### src/rtl/irqc_pkg.sv
package irqc_pkg;

    typedef enum logic [1:0] {
        ADDR_CAUSE  = 2'd0,
        ADDR_ENABLE = 2'd1,
        ADDR_TIMING = 2'd2,
        ADDR_NONE   = 2'd3
    } reg_addr_e;

    typedef enum logic [1:0] {
        ST_IDLE = 2'd0,
        ST_HOLD = 2'd1,
        ST_FIRE = 2'd2
    } seq_state_e;

    localparam int CAUSE_W        = 32;
    localparam int TIMER_W        = 8;
    localparam int BIT_URGENT_RX  = 31;
    localparam int BIT_PERIODIC   = 28;
    localparam logic [TIMER_W-1:0] HOLDOFF_RESET = 8'h40;

endpackage

### src/rtl/irqc_timebase.sv
module irqc_timebase #(
    parameter int CLK_PER_US  = 250,
    parameter int US_PER_UNIT = 32
) (
    input  logic clk,
    input  logic rst_n,
    input  logic restart,
    output logic unit_tick
);
    localparam int US_W   = $clog2(CLK_PER_US + 1);
    localparam int UNIT_W = $clog2(US_PER_UNIT + 1);

    logic [US_W-1:0]   us_cnt;
    logic [UNIT_W-1:0] unit_cnt;
    logic              us_end;

    assign us_end    = (us_cnt == US_W'(CLK_PER_US - 1));
    assign unit_tick = us_end && (unit_cnt == UNIT_W'(US_PER_UNIT - 1));

    always_ff @(posedge clk) begin
        if (!rst_n || restart) begin
            us_cnt   <= '0;
            unit_cnt <= '0;
        end else if (us_end) begin
            us_cnt <= '0;
            if (unit_tick) unit_cnt <= '0;
            else           unit_cnt <= unit_cnt + 1'b1;
        end else begin
            us_cnt <= us_cnt + 1'b1;
        end
    end
endmodule

### src/rtl/irqc_regs.sv
module irqc_regs
    import irqc_pkg::*;
(
    input  logic               clk,
    input  logic               rst_n,
    input  logic [CAUSE_W-1:0] hw_event,
    input  logic               hipri_rx,
    input  logic               per_set,
    input  logic               reg_wr,
    input  logic [1:0]         reg_addr,
    input  logic [CAUSE_W-1:0] reg_wdata,
    output logic [CAUSE_W-1:0] cause_q,
    output logic [CAUSE_W-1:0] enable_q,
    output logic [TIMER_W-1:0] holdoff_q,
    output logic [TIMER_W-1:0] period_q,
    output logic               urgent_q,
    output logic               timing_wr,
    output logic [CAUSE_W-1:0] reg_rdata
);
    logic [CAUSE_W-1:0] set_vec;
    logic [CAUSE_W-1:0] clr_vec;
    logic [CAUSE_W-1:0] cause_d;

    assign timing_wr = reg_wr && (reg_addr == ADDR_TIMING);

    always_comb begin
        set_vec = hw_event;
        set_vec[BIT_URGENT_RX] = hw_event[BIT_URGENT_RX] | hipri_rx;
        set_vec[BIT_PERIODIC]  = hw_event[BIT_PERIODIC] | per_set;
        clr_vec = (reg_wr && reg_addr == ADDR_CAUSE) ? reg_wdata : '0;
        cause_d = (cause_q & ~clr_vec) | set_vec;
    end

    always_ff @(posedge clk) begin
        if (!rst_n) begin
            cause_q   <= '0;
            enable_q  <= '0;
            holdoff_q <= HOLDOFF_RESET;
            period_q  <= '0;
            urgent_q  <= 1'b0;
        end else begin
            cause_q  <= cause_d;
            urgent_q <= hipri_rx | (urgent_q & cause_d[BIT_URGENT_RX]);
            if (reg_wr && reg_addr == ADDR_ENABLE) enable_q <= reg_wdata;
            if (timing_wr) begin
                holdoff_q <= reg_wdata[TIMER_W-1:0];
                period_q  <= reg_wdata[2*TIMER_W-1:TIMER_W];
            end
        end
    end

    always_comb begin
        unique case (reg_addr)
            ADDR_CAUSE:  reg_rdata = cause_q;
            ADDR_ENABLE: reg_rdata = enable_q;
            ADDR_TIMING: reg_rdata = {{(CAUSE_W-2*TIMER_W){1'b0}}, period_q, holdoff_q};
            default:     reg_rdata = '0;
        endcase
    end
endmodule

### src/rtl/irqc_periodic.sv
module irqc_periodic
    import irqc_pkg::*;
#(
    parameter int CLK_PER_US  = 250,
    parameter int US_PER_UNIT = 32
) (
    input  logic               clk,
    input  logic               rst_n,
    input  logic               restart,
    input  logic [TIMER_W-1:0] period,
    output logic               per_set
);
    logic               tick;
    logic               off;
    logic [TIMER_W-1:0] unit_cnt;

    assign off = (period == '0);

    irqc_timebase #(.CLK_PER_US(CLK_PER_US), .US_PER_UNIT(US_PER_UNIT)) u_tb (
        .clk       (clk),
        .rst_n     (rst_n),
        .restart   (restart || off),
        .unit_tick (tick)
    );

    assign per_set = tick && !off && !restart && (unit_cnt == period - 1'b1);

    always_ff @(posedge clk) begin
        if (!rst_n || restart || off)        unit_cnt <= '0;
        else if (per_set)                    unit_cnt <= '0;
        else if (tick)                       unit_cnt <= unit_cnt + 1'b1;
    end
endmodule

### src/rtl/irqc_seq.sv
module irqc_seq
    import irqc_pkg::*;
#(
    parameter int CLK_PER_US  = 250,
    parameter int US_PER_UNIT = 32
) (
    input  logic               clk,
    input  logic               rst_n,
    input  logic               pending,
    input  logic               bypass,
    input  logic [TIMER_W-1:0] holdoff,
    output logic               irq
);
    seq_state_e         state_q, state_d;
    logic [TIMER_W-1:0] units_left;
    logic               tick;

    irqc_timebase #(.CLK_PER_US(CLK_PER_US), .US_PER_UNIT(US_PER_UNIT)) u_tb (
        .clk       (clk),
        .rst_n     (rst_n),
        .restart   (state_q != ST_HOLD),
        .unit_tick (tick)
    );

    always_comb begin
        state_d = state_q;
        unique case (state_q)
            ST_IDLE: if (pending) state_d = (bypass || holdoff == '0) ? ST_FIRE : ST_HOLD;
            ST_HOLD: begin
                if (!pending)                          state_d = ST_IDLE;
                else if (bypass)                       state_d = ST_FIRE;
                else if (tick && units_left == 8'd1)   state_d = ST_FIRE;
            end
            ST_FIRE: if (!pending) state_d = ST_IDLE;
            default: state_d = ST_IDLE;
        endcase
    end

    always_ff @(posedge clk) begin
        if (!rst_n) state_q <= ST_IDLE;
        else        state_q <= state_d;
    end

    always_ff @(posedge clk) begin
        if (!rst_n)                        units_left <= '0;
        else if (state_q == ST_IDLE)       units_left <= holdoff;
        else if (state_q == ST_HOLD && tick) units_left <= units_left - 1'b1;
    end

    always_comb begin
        irq = (state_q == ST_FIRE) && pending;
    end
endmodule

### src/rtl/irq_coalesce_ctrl.sv
module irq_coalesce_ctrl
    import irqc_pkg::*;
#(
    parameter int CLK_PER_US  = 250,
    parameter int US_PER_UNIT = 32
) (
    input  logic        clk,
    input  logic        rst_n,
    input  logic [31:0] hw_event,
    input  logic        hipri_rx,
    input  logic        reg_wr,
    input  logic [1:0]  reg_addr,
    input  logic [31:0] reg_wdata,
    output logic [31:0] reg_rdata,
    output logic        irq_out
);
    logic [CAUSE_W-1:0] cause_q;
    logic [CAUSE_W-1:0] enable_q;
    logic [TIMER_W-1:0] holdoff_q;
    logic [TIMER_W-1:0] period_q;
    logic               urgent_q;
    logic               timing_wr;
    logic               per_set;
    logic               pending;
    logic               bypass;

    irqc_regs u_regs (
        .clk       (clk),
        .rst_n     (rst_n),
        .hw_event  (hw_event),
        .hipri_rx  (hipri_rx),
        .per_set   (per_set),
        .reg_wr    (reg_wr),
        .reg_addr  (reg_addr),
        .reg_wdata (reg_wdata),
        .cause_q   (cause_q),
        .enable_q  (enable_q),
        .holdoff_q (holdoff_q),
        .period_q  (period_q),
        .urgent_q  (urgent_q),
        .timing_wr (timing_wr),
        .reg_rdata (reg_rdata)
    );

    irqc_periodic #(.CLK_PER_US(CLK_PER_US), .US_PER_UNIT(US_PER_UNIT)) u_per (
        .clk     (clk),
        .rst_n   (rst_n),
        .restart (timing_wr),
        .period  (period_q),
        .per_set (per_set)
    );

    assign pending = |(cause_q & enable_q);
    assign bypass  = urgent_q && cause_q[BIT_URGENT_RX] && enable_q[BIT_URGENT_RX];

    irqc_seq #(.CLK_PER_US(CLK_PER_US), .US_PER_UNIT(US_PER_UNIT)) u_seq (
        .clk     (clk),
        .rst_n   (rst_n),
        .pending (pending),
        .bypass  (bypass),
        .holdoff (holdoff_q),
        .irq     (irq_out)
    );
endmodule

### config.mk
export PLATFORM = sky130hd
export DESIGN_NAME = irq_coalesce_ctrl
export DESIGN_NICKNAME = d
export VERILOG_FILES = /design/src/rtl/irqc_pkg.sv /design/src/rtl/irqc_timebase.sv /design/src/rtl/irqc_regs.sv /design/src/rtl/irqc_periodic.sv /design/src/rtl/irqc_seq.sv /design/src/rtl/irq_coalesce_ctrl.sv
export SDC_FILE = /design/constraint.sdc
export NUM_CORES = 1
export LEC_CHECK = 0
export ABC_AREA = 1
export CORE_UTILIZATION = 45
export CTS_BUF_LIST = sky130_fd_sc_hd__clkbuf_4
export CTS_CLUSTER_DIAMETER = 50
export CTS_CLUSTER_SIZE = 10
export DETAILED_ROUTE_END_ITERATION = 8
export GPL_TIMING_DRIVEN = 0
export PLACE_DENSITY = 0.75
export RECOVER_POWER = 100
export SYNTH_ARGS = -nofsm -noshare
export SYNTH_HDL_FRONTEND = slang
export SYNTH_SLANG_ARGS = --single-unit
### constraint.sdc
create_clock -name clk -period 1.8 [get_ports clk]
set_input_delay 0.27 -clock clk [delete_from_list [all_inputs] [get_ports clk]]
set_output_delay 0.27 -clock clk [all_outputs]
set_load 0.02 [all_outputs]
-- After elaboration in Yosys (flattened, before gate mapping)
Cells that the tools add are included.
- register bits: 127
- output and inout bits: 33
- bits of input ports: 70
- add/sub/neg operators: 7
- multiplexer cells: 13
- reductions and logical operators: 32
- bitwise gates (word level): 8
- equal/unequal tests: 14
- operators with widths (cell ; number):
    $pmux W32 S3 ; 1
    $and A32 B32 Y32 ; 2
    $mux W32 ; 1
    $not A32 Y32 ; 1
    $or A32 B32 Y32 ; 1
    $reduce_or A32 Y1 ; 1
    $add A8 B1 Y8 const B ; 3
    $eq A8 B8 Y1 const B ; 2
    $logic_not A8 Y1 ; 2
    $mux W8 ; 2
    $sub A8 B1 Y8 const B ; 2
    $logic_and A1 B1 Y1 ; 13
    $add A6 B1 Y6 const B ; 2
    $eq A6 B5 Y1 const B ; 2
    $mux W2 ; 6
    $mux W6 ; 2
    $eq A8 B1 Y1 const B ; 1
    $eq A8 B8 Y1 ; 1
    $logic_or A1 B1 Y1 ; 6
    $pmux W2 S3 ; 1
    $reduce_or A2 Y1 ; 3
    $eq A2 B1 Y1 const B ; 2
    $eq A2 B2 Y1 const B ; 2
    $logic_not A2 Y1 ; 2
    8 further kinds ; 13

-- Longest topological paths before layout
Gate-level depths: netlist of the first run.
- word-level depth: 9
- gate-level depth with buffers: 11

-- By module
A second synthesis of the first run with hierarchy kept.
- cell total of the unflattened synthesis: 914
- area, all modules: 6383.6 µm²
- modules (own cells, without submodules) (module ; area each (µm²) ; cells an instance ; instances):
    irqc_regs ; 3281.9 ; 433 ; 1
    irqc_timebase ; 718.2 ; 90 ; 2
    irqc_seq ; 715.7 ; 118 ; 1
    irqc_periodic ; 705.7 ; 118 ; 1
    irq_coalesce_ctrl ; 244.0 ; 65 ; 1

-- Least setup slack after synthesis of the first run
Ideal clock, no wire load.
- path type: reg2reg
- start: reg u_regs.period_q[0]
- end: reg u_per.unit_cnt[0]
- path buffers: 0
- arrival time: 1390 ps
- library setup time: 112 ps
- required time: 1688 ps
- period minus slack after synthesis: 1502 ps
- setup slack: 298 ps
- cell stages (with the launch flop): 12
- cells stage by stage: dfxtp_1 -> inv_1 -> ha_1 -> nand3_1 -> o21ai_1 -> nand2_1 -> nand2_1 -> nand2_1 -> nor2_1 -> nand2_2 -> nand2_4 -> nor2_1
- cells in the longest elaborated chain, start to end: 6
- elaborated cells between the ends (all ways): 9
- ends and longest elaborated chain (item ; line ; RTL):
    start: declaration ; irqc_regs.sv:15 ; output logic [TIMER_W-1:0] period_q,
    start signal: assignment ; irqc_regs.sv:47 ; period_q <= reg_wdata[2*TIMER_W-1:TIMER_W];
    parallel branches: the longest is 5 deep, another holds $sub A8 B1 Y8 ; n/a ;
    $reduce_or A2 Y1 (no line) (*) ; n/a ;
    end signal: assignment ; irqc_periodic.sv:31 ; else if (tick) unit_cnt <= unit_cnt + 1'b1;
    end: declaration ; irqc_periodic.sv:15 ; logic [TIMER_W-1:0] unit_cnt;
Every way passes the cells marked *.
A chain may end at the register's enable or synchronous reset.

-- Worst setup path after layout of the first run
- start: reg u_regs.cause_q[23]
- end: out irq_out
- cells in the longest elaborated chain, start to end: 3
- ends and longest elaborated chain (item ; line ; RTL):
    start: declaration ; irqc_regs.sv:12 ; output logic [CAUSE_W-1:0] cause_q,
    start signal: assignment ; irqc_regs.sv:42 ; cause_q <= cause_d;
    $and A32 B32 Y32 ; irq_coalesce_ctrl.sv:53 ; assign pending = |(cause_q & enable_q);
    $reduce_or A32 Y1 ; irq_coalesce_ctrl.sv:53 ;
    $logic_and A1 B1 Y1 ; irqc_seq.sv:51 ; irq = (state_q == ST_FIRE) && pending;
    end: declaration ; irq_coalesce_ctrl.sv:15 ; output logic irq_out
No other way between the ends.

==> results of run 1 <==
per-layer routing:
layer  track usage, %  vias to the layer above  wire length, microns
met5                0                        -                     0
met4            12.26                        0                   551
met3            5.068                       44                   856
met2            38.90                      175                  7538
met1            30.40                     2803                  7160
li1                 -                     3082                     -
worst paths after layout:
kind,slack (ps),cells past startpoint,startpoint,to
max,-200,8,u_regs.cause_q[23],irq_out
max reg2reg,80,9,u_regs.period_q[0],u_per.u_tb.us_cnt[4]
min reg2reg,470,2,u_regs.enable_q[19],u_regs.enable_q[19]
min,160,3,rst_n,u_seq.units_left[2]
report_power, final:
group / switching (mW) / total, mW / internal (mW)
Sequential: 0.142 / 3.15 / 3.01
Clock: 1.02 / 1.92 / 0.893
Combinational: 0.836 / 1.45 / 0.611
stage by stage:
step	instances	cell area, sq um	power (mW)	util, %
finish	1179	7774	6.513	58.94
global route	1179	7774	6.887	58.94
CTS	1171	7634	6.491	57.87
detailed placement	1129	7303	4.575	55.37
global placement	1129	7303	4.549	55.37
floorplan	853	6082	4.072	-
synthesized netlist by cell type (all sizes together) (3+ instances only):
cell and instances:
nand2 161, dfxtp 127, nor2 109, inv 105, a21oi 90, o21ai 76, nand3 50, clkbuf 26
o221ai 17, xor2 16, xnor2 12, nand4 11, ha 10, buf 7, nor3 7, a211oi 6
o211ai 4, or2 4, and3 3
logic make-up (layout without fill, tap and decap cells):
group | count (synthesis) | count (layout) | share of synthesized area, %
AO/OA/AOI/OAI | 201 | 201 | 18.37
XOR/XNOR | 28 | 28 | 4.032
adder cells (fa/ha/maj) | 10 | 10 | 2.057
buffers and inverters | 138 | 287 | 8.620
flip-flops | 127 | 127 | 41.80
other | 0 | 1 | 0
AND/OR/NAND/NOR | 349 | 349 | 25.12
registers in the layout, summed over array words and instances, names as in the netlist:
signal and flops:
u_seq.state_q 2, u_seq.units_left 8, u_seq.u_tb.us_cnt 8, u_per.u_tb.unit_cnt 6, u_per.unit_cnt 8, u_regs.holdoff_q 8, u_regs.urgent_q 1, u_seq.u_tb.unit_cnt 6
u_regs.enable_q 32, u_per.u_tb.us_cnt 8, u_regs.period_q 8, u_regs.cause_q 32
worst reg2reg max path: stages, from the launching register on:
cell and delay, ps:
dfxtp_1 390, inv_4 50, ha_4 170, nand4_1 130
nor2_1 70, nor2_2 110, nand2_1 200, inv_1 190
nand2_2 150, nor3b_2 170
placed cells by master (no fill, tap or decap), drive strengths merged, types with 17 or more instances in the layout:
| cell | Yosys | routed |
|---|---|---|
| a21oi | 90 | 90 |
| buf | 7 | 56 |
| clkbuf | 26 | 51 |
| clkdlybuf4s50 | 0 | 65 |
| dfxtp | 127 | 127 |
| inv | 105 | 105 |
| nand2 | 161 | 161 |
| nand3 | 50 | 50 |
| nor2 | 109 | 109 |
| o21ai | 76 | 76 |
| o221ai | 17 | 17 |
cell type report:
| cell class | instances | area, sq um |
|---|---|---|
| fillers | 1236 | 5416 |
| multi-input cells | 588 | 3137 |
| flip-flops and latches | 127 | 2575 |
| repair buffers | 117 | 1008 |
| inverters | 105 | 396.6 |
| well taps | 176 | 220.2 |
| clock buffers | 23 | 172.7 |
| plain buffers | 33 | 168.9 |
| clock inverters | 9 | 92.59 |
| diodes | 1 | 2.502 |
what timing repair did:
item,CTS,global route
buffers inserted,10,7
resized for setup,226,61
endpoints found under the setup margin,33,50
pin swaps,14,22
==> metrics.cfg, run 1 <==
[timing]
slew_viol_final = 0
tns_ps = -4071
rsz0062_at_grt = yes
hold_ws_ps = 159.0
finalHoldViolations = 0
relSlewSlack_pct = 64.06
max_freq_mhz = 499.2
fin_skew_ps = 16.71
period_minus_slack_ps = 2003
post-route-period-util_pct = 111.3
worstMarginPinSlew_ps = 539.2
setup_slack_ps = -203.2
finalSetupViolations = 33

[grt]
grt_usage_pct = 24.13
grt_max_degree = 17
grt_pass1_wl_mm = 26.87
grt_pass1_vias = 5731
grt_overflow = 0
grt_antenna_before_repair = 1

[synthesis]
postSynthAreaPerCell_sq_um = 7.130
async_flop_share_pct = 0
synth_area_leaders = dfxtp_1 (42%), nand2_1 (9.3%), a21oi_1 (7.3%), nor2_1 (6.5%), inv_1 (6.2%)
ys_seq_area_share_pct = 41.80
synth_top_area_share_pct = 41.80
syn-num-nets = 933
synth_seq_cells = 127
synth_cell_types = 40
synth_edf_count = 0
netlist_area_sq_mm = 0.006082
yosysTopAreaCell = dfxtp_1
synth_flop_cell = dfxtp_1
syn_inst = 853
ys.warnings.count = 0

[floorplan]
start_util_pct = 46.11
die_y_microns = 118.3
rows = 42
dieArea_sq_mm = 0.01398
pin_count = 103
coreArea_sq_mm = 0.01319
die_w_microns = 118.3

[clocking]
clkTransAtPathRegs_ps = 100
clockBufferDepth = 2
cts_root_buf = clkbuf_4
ctsHtreeMaxLevel = 4
hold_buffers = 0
cts_sinks = 127
clkLatencyLatePin_ps = 560
cts_tree = built
numCtsBuffers = 17

[layout]
drive_gt1_share_pct = 17.07
nets = 1069
areaGrowthSynthToFinish_pct = 27.81

[critical_path]
end_kind = primary output
critical_path_required_ps = 1530
critPathMaxStageDelay_ps = 340
cp-start-kind = flip-flop
cpMostUsedCell = nand2_1
critical_path.max_fanout = 3
critPathArrivalTime_ps = 1730
cp_slowest_cell = dfxtp_1
crit_chain = nand2_1, nand2_1, nor2_1, nand2_1, nor2_1, nand2_2, and3_4, buf_6
cpLargestDelayFamily = simple AND/OR/NAND/NOR gates
path_buf_inv = 1
setup.worst_path.class = reg -> out

[outcome]
status = finished with violations
violations = setup timing

[drt]
finalWirelength_mm = 16.11
postRouteAntennaNets = 0
drt-pass1-iter-count = 5
vias_per_cell = 5.177
wl_per_cell_microns = 13.66
drtIter0Drc = 371
vias = 6104
drc_errors = 0

[placement]
place_congestion = 0.8592
pre_cts_ws_ps = -1179
dp_hpwl_mm = 11.82
numPortBuffers = 100

[power]
powerDensity_mw_per_mm2 = 837.8
p_leak_nw = 3.146
vdd_ir_drop_max_uv = 493.2

[worst_hold_path]
hold_class = in -> reg

[job]
cap_violations = 0

Power figures use the tool's default switching activity.
==> run 2, diff against run 1 <==
--- a/config.mk
+++ b/config.mk
@@ -5,7 +5,6 @@
 export SDC_FILE = /design/constraint.sdc
 export NUM_CORES = 1
 export LEC_CHECK = 0
-export ABC_AREA = 1
 export CORE_UTILIZATION = 45
 export CTS_BUF_LIST = sky130_fd_sc_hd__clkbuf_4
 export CTS_CLUSTER_DIAMETER = 50
==> metrics.cfg, run 2 <==
[outcome]
status = finished with violations
violations = setup timing

[drt]
drc_errors = 0
postRouteAntennaNets = 0
drt-pass1-iter-count = 5
wl_per_cell_microns = 16.81
vias_per_cell = 5.438
drtIter0Drc = 445
finalWirelength_mm = 18.22
vias = 5895

[critical_path]
critPathMaxStageDelay_ps = 580
crit_chain = a22o_1, a221oi_2, nand3_1, or4_4, and3_4, buf_6
setup.worst_path.class = reg -> out
cp-start-kind = flip-flop
critical_path_required_ps = 1530
cp_slowest_cell = or4_4
critPathArrivalTime_ps = 2380
end_kind = primary output
critical_path.max_fanout = 3

[clocking]
cts_tree = built
cts_sinks = 127
clkTransAtPathRegs_ps = 120
hold_buffers = 0
numCtsBuffers = 17
clockBufferDepth = 2
clkLatencyLatePin_ps = 580
ctsHtreeMaxLevel = 4
cts_root_buf = clkbuf_4

[layout]
areaGrowthSynthToFinish_pct = 30.57
layout_common_cells = nand2_1 (164), dfxtp_1 (96), clkdlybuf4s50_1 (65)
nets = 974
stdcell_area_sq_mm = 0.008128
fillers = 1189
reg.largest.list = u_regs.cause_q (32), u_regs.enable_q (32)
drive_gt1_share_pct = 17.75
final_common_cell = nand2_1

[placement]
pre_cts_ws_ps = -1023
dp_hpwl_mm = 12.63
placed_area_sq_mm = 0.007482
numPortBuffers = 100
place_congestion = 0.8532

[synthesis]
yosys-top-cells-count = nand2_1 (166), dfxtp_1 (127), nor2_1 (52), a21boi_0 (50)
synth_area_leaders = dfxtp_1 (41%), nand2_1 (10%), a21boi_0 (6.0%), mux2i_1 (5.8%), nor2b_1 (3.5%)
yosysTopAreaCell = dfxtp_1
ys.warnings.count = 0
netlist_area_sq_mm = 0.006225
synth_top_area_share_pct = 40.84
synth_seq_cells = 127
synth_flop_cell = dfxtp_1
ys_seq_area_share_pct = 40.84
synth_edf_count = 0
synth_cell_types = 51
syn_inst = 760
yosysMostFrequentCell = nand2_1
syn-num-nets = 840
async_flop_share_pct = 0
postSynthAreaPerCell_sq_um = 8.190

[timing]
finalSetupViolations = 15
post-route-period-util_pct = 147.0
setup_slack_ps = -845.3
period_minus_slack_ps = 2645
worstMarginPinSlew_ps = 632.1
fin_skew_ps = 15.67
hold_ws_ps = 274.1
relSlewSlack_pct = 57.86
finalHoldViolations = 0
slew_viol_final = 0
max_freq_mhz = 378.0
rsz0062_at_grt = yes

[power]
p_leak_nw = 3.022
combPwrFrac_pct = 16.4
swShare_pct = 29.14
clkPwrFrac_pct = 35.5
powerDensity_mw_per_mm2 = 784.5
p_int_mw = 4.518
p_sw_mw = 1.858
vdd_ir_drop_max_uv = 558.5
p_seq_share_pct = 48.1

[grt]
grt_usage_pct = 25.71
grt_antenna_before_repair = 0
grt_pass1_vias = 5480
grt_overflow = 0
grt_max_degree = 17
grt_pass1_wl_mm = 28.29

[floorplan]
dieArea_sq_mm = 0.01431
die_w_microns = 119.6
pin_count = 103
start_util_pct = 46.63
rows = 42
coreArea_sq_mm = 0.01335
die_y_microns = 119.6

[worst_hold_path]
hold_class = in -> reg

[job]
cap_violations = 0

## run 2: kinds of logic (layout without fill, tap and decap cells)
group,count (synthesis),after routing,synth area share [%]
compound gates,161,161,17.31
xor+xnor,37,37,5.206
fa+ha+maj,10,10,2.010
buf+inv,56,203,3.558
flops,127,127,40.84
mux,36,36,5.789
other cells,0,1,0
simple gates,333,333,25.29
## run 2: stage by stage
stage,cells,power (mW),TNS [ps],utilization (%)
2_1_floorplan,760,3.629,-134.3,-
3_3_place_gp,1036,4.049,-67600,56.06
3_5_place_dp,1036,4.062,-70460,56.06
4_1_cts,1076,6.297,-2235,60.00
5_1_grt,1083,6.638,-5400,60.87
6_report,1084,6.376,-2680,60.89
## run 2: metal layers
layer / vias up / track usage [%] / share of wire (%)
met1: 2774 / 34.19 / 45
met3: 27 / 4.848 / 6.0
met4: 0 / 10.47 / 1.9
met5: - / 0 / 0
li1: 2892 / - / -
met2: 202 / 40.86 / 47
## run 2: area by class of cell
type | instances | area (sq um) | share of cell area, %
diodes | 1 | 2.502 | 0.03079
plain buffers | 38 | 205.2 | 2.525
clock buffers | 17 | 127.6 | 1.570
clock inverters | 15 | 193.9 | 2.386
inverters | 12 | 45.04 | 0.5542
multi-input cells | 577 | 3675 | 45.21
flip-flops and latches | 127 | 2589 | 31.85
well taps | 176 | 220.2 | 2.709
repair buffers | 121 | 1070 | 13.16
## run 2: worst paths after layout
kind	startpoint	to	slack, ps	depth (start not counted)
setup / recovery	u_regs.enable_q[14]	irq_out	-850	6
hold / removal	hw_event[26]	u_regs.cause_q[26]	270	3
setup reg to reg	u_regs.period_q[1]	u_regs.cause_q[28]	-220	6
hold reg to reg	u_seq.u_tb.us_cnt[0]	u_seq.u_tb.us_cnt[0]	460	1
## run 2: critical path, delay by kind of cell (launching register included)
family | cells | cell delay, ps
AOI/OAI and AO/OA | 2 | 440
and+or+nand+nor | 3 | 890
DFF | 1 | 340
buffers and inverters | 1 | 120
## run 2: power by group through the flow
stage	Sequential, mW	Combinational, mW	Clock (mW)
after floorplan	3.06	0.566	0
after global placement	3.09	0.958	0
after detailed placement	3.10	0.966	0
after CTS	3.05	0.972	2.28
after global routing	3.08	1.13	2.43
final	3.06	1.05	2.27
## run 2: repair_timing
action,CTS,global route
endpoints found under the setup margin,83,90
gates cloned,0,2
pin swaps,20,26
buffers inserted,11,9
gates resized for setup,140,88
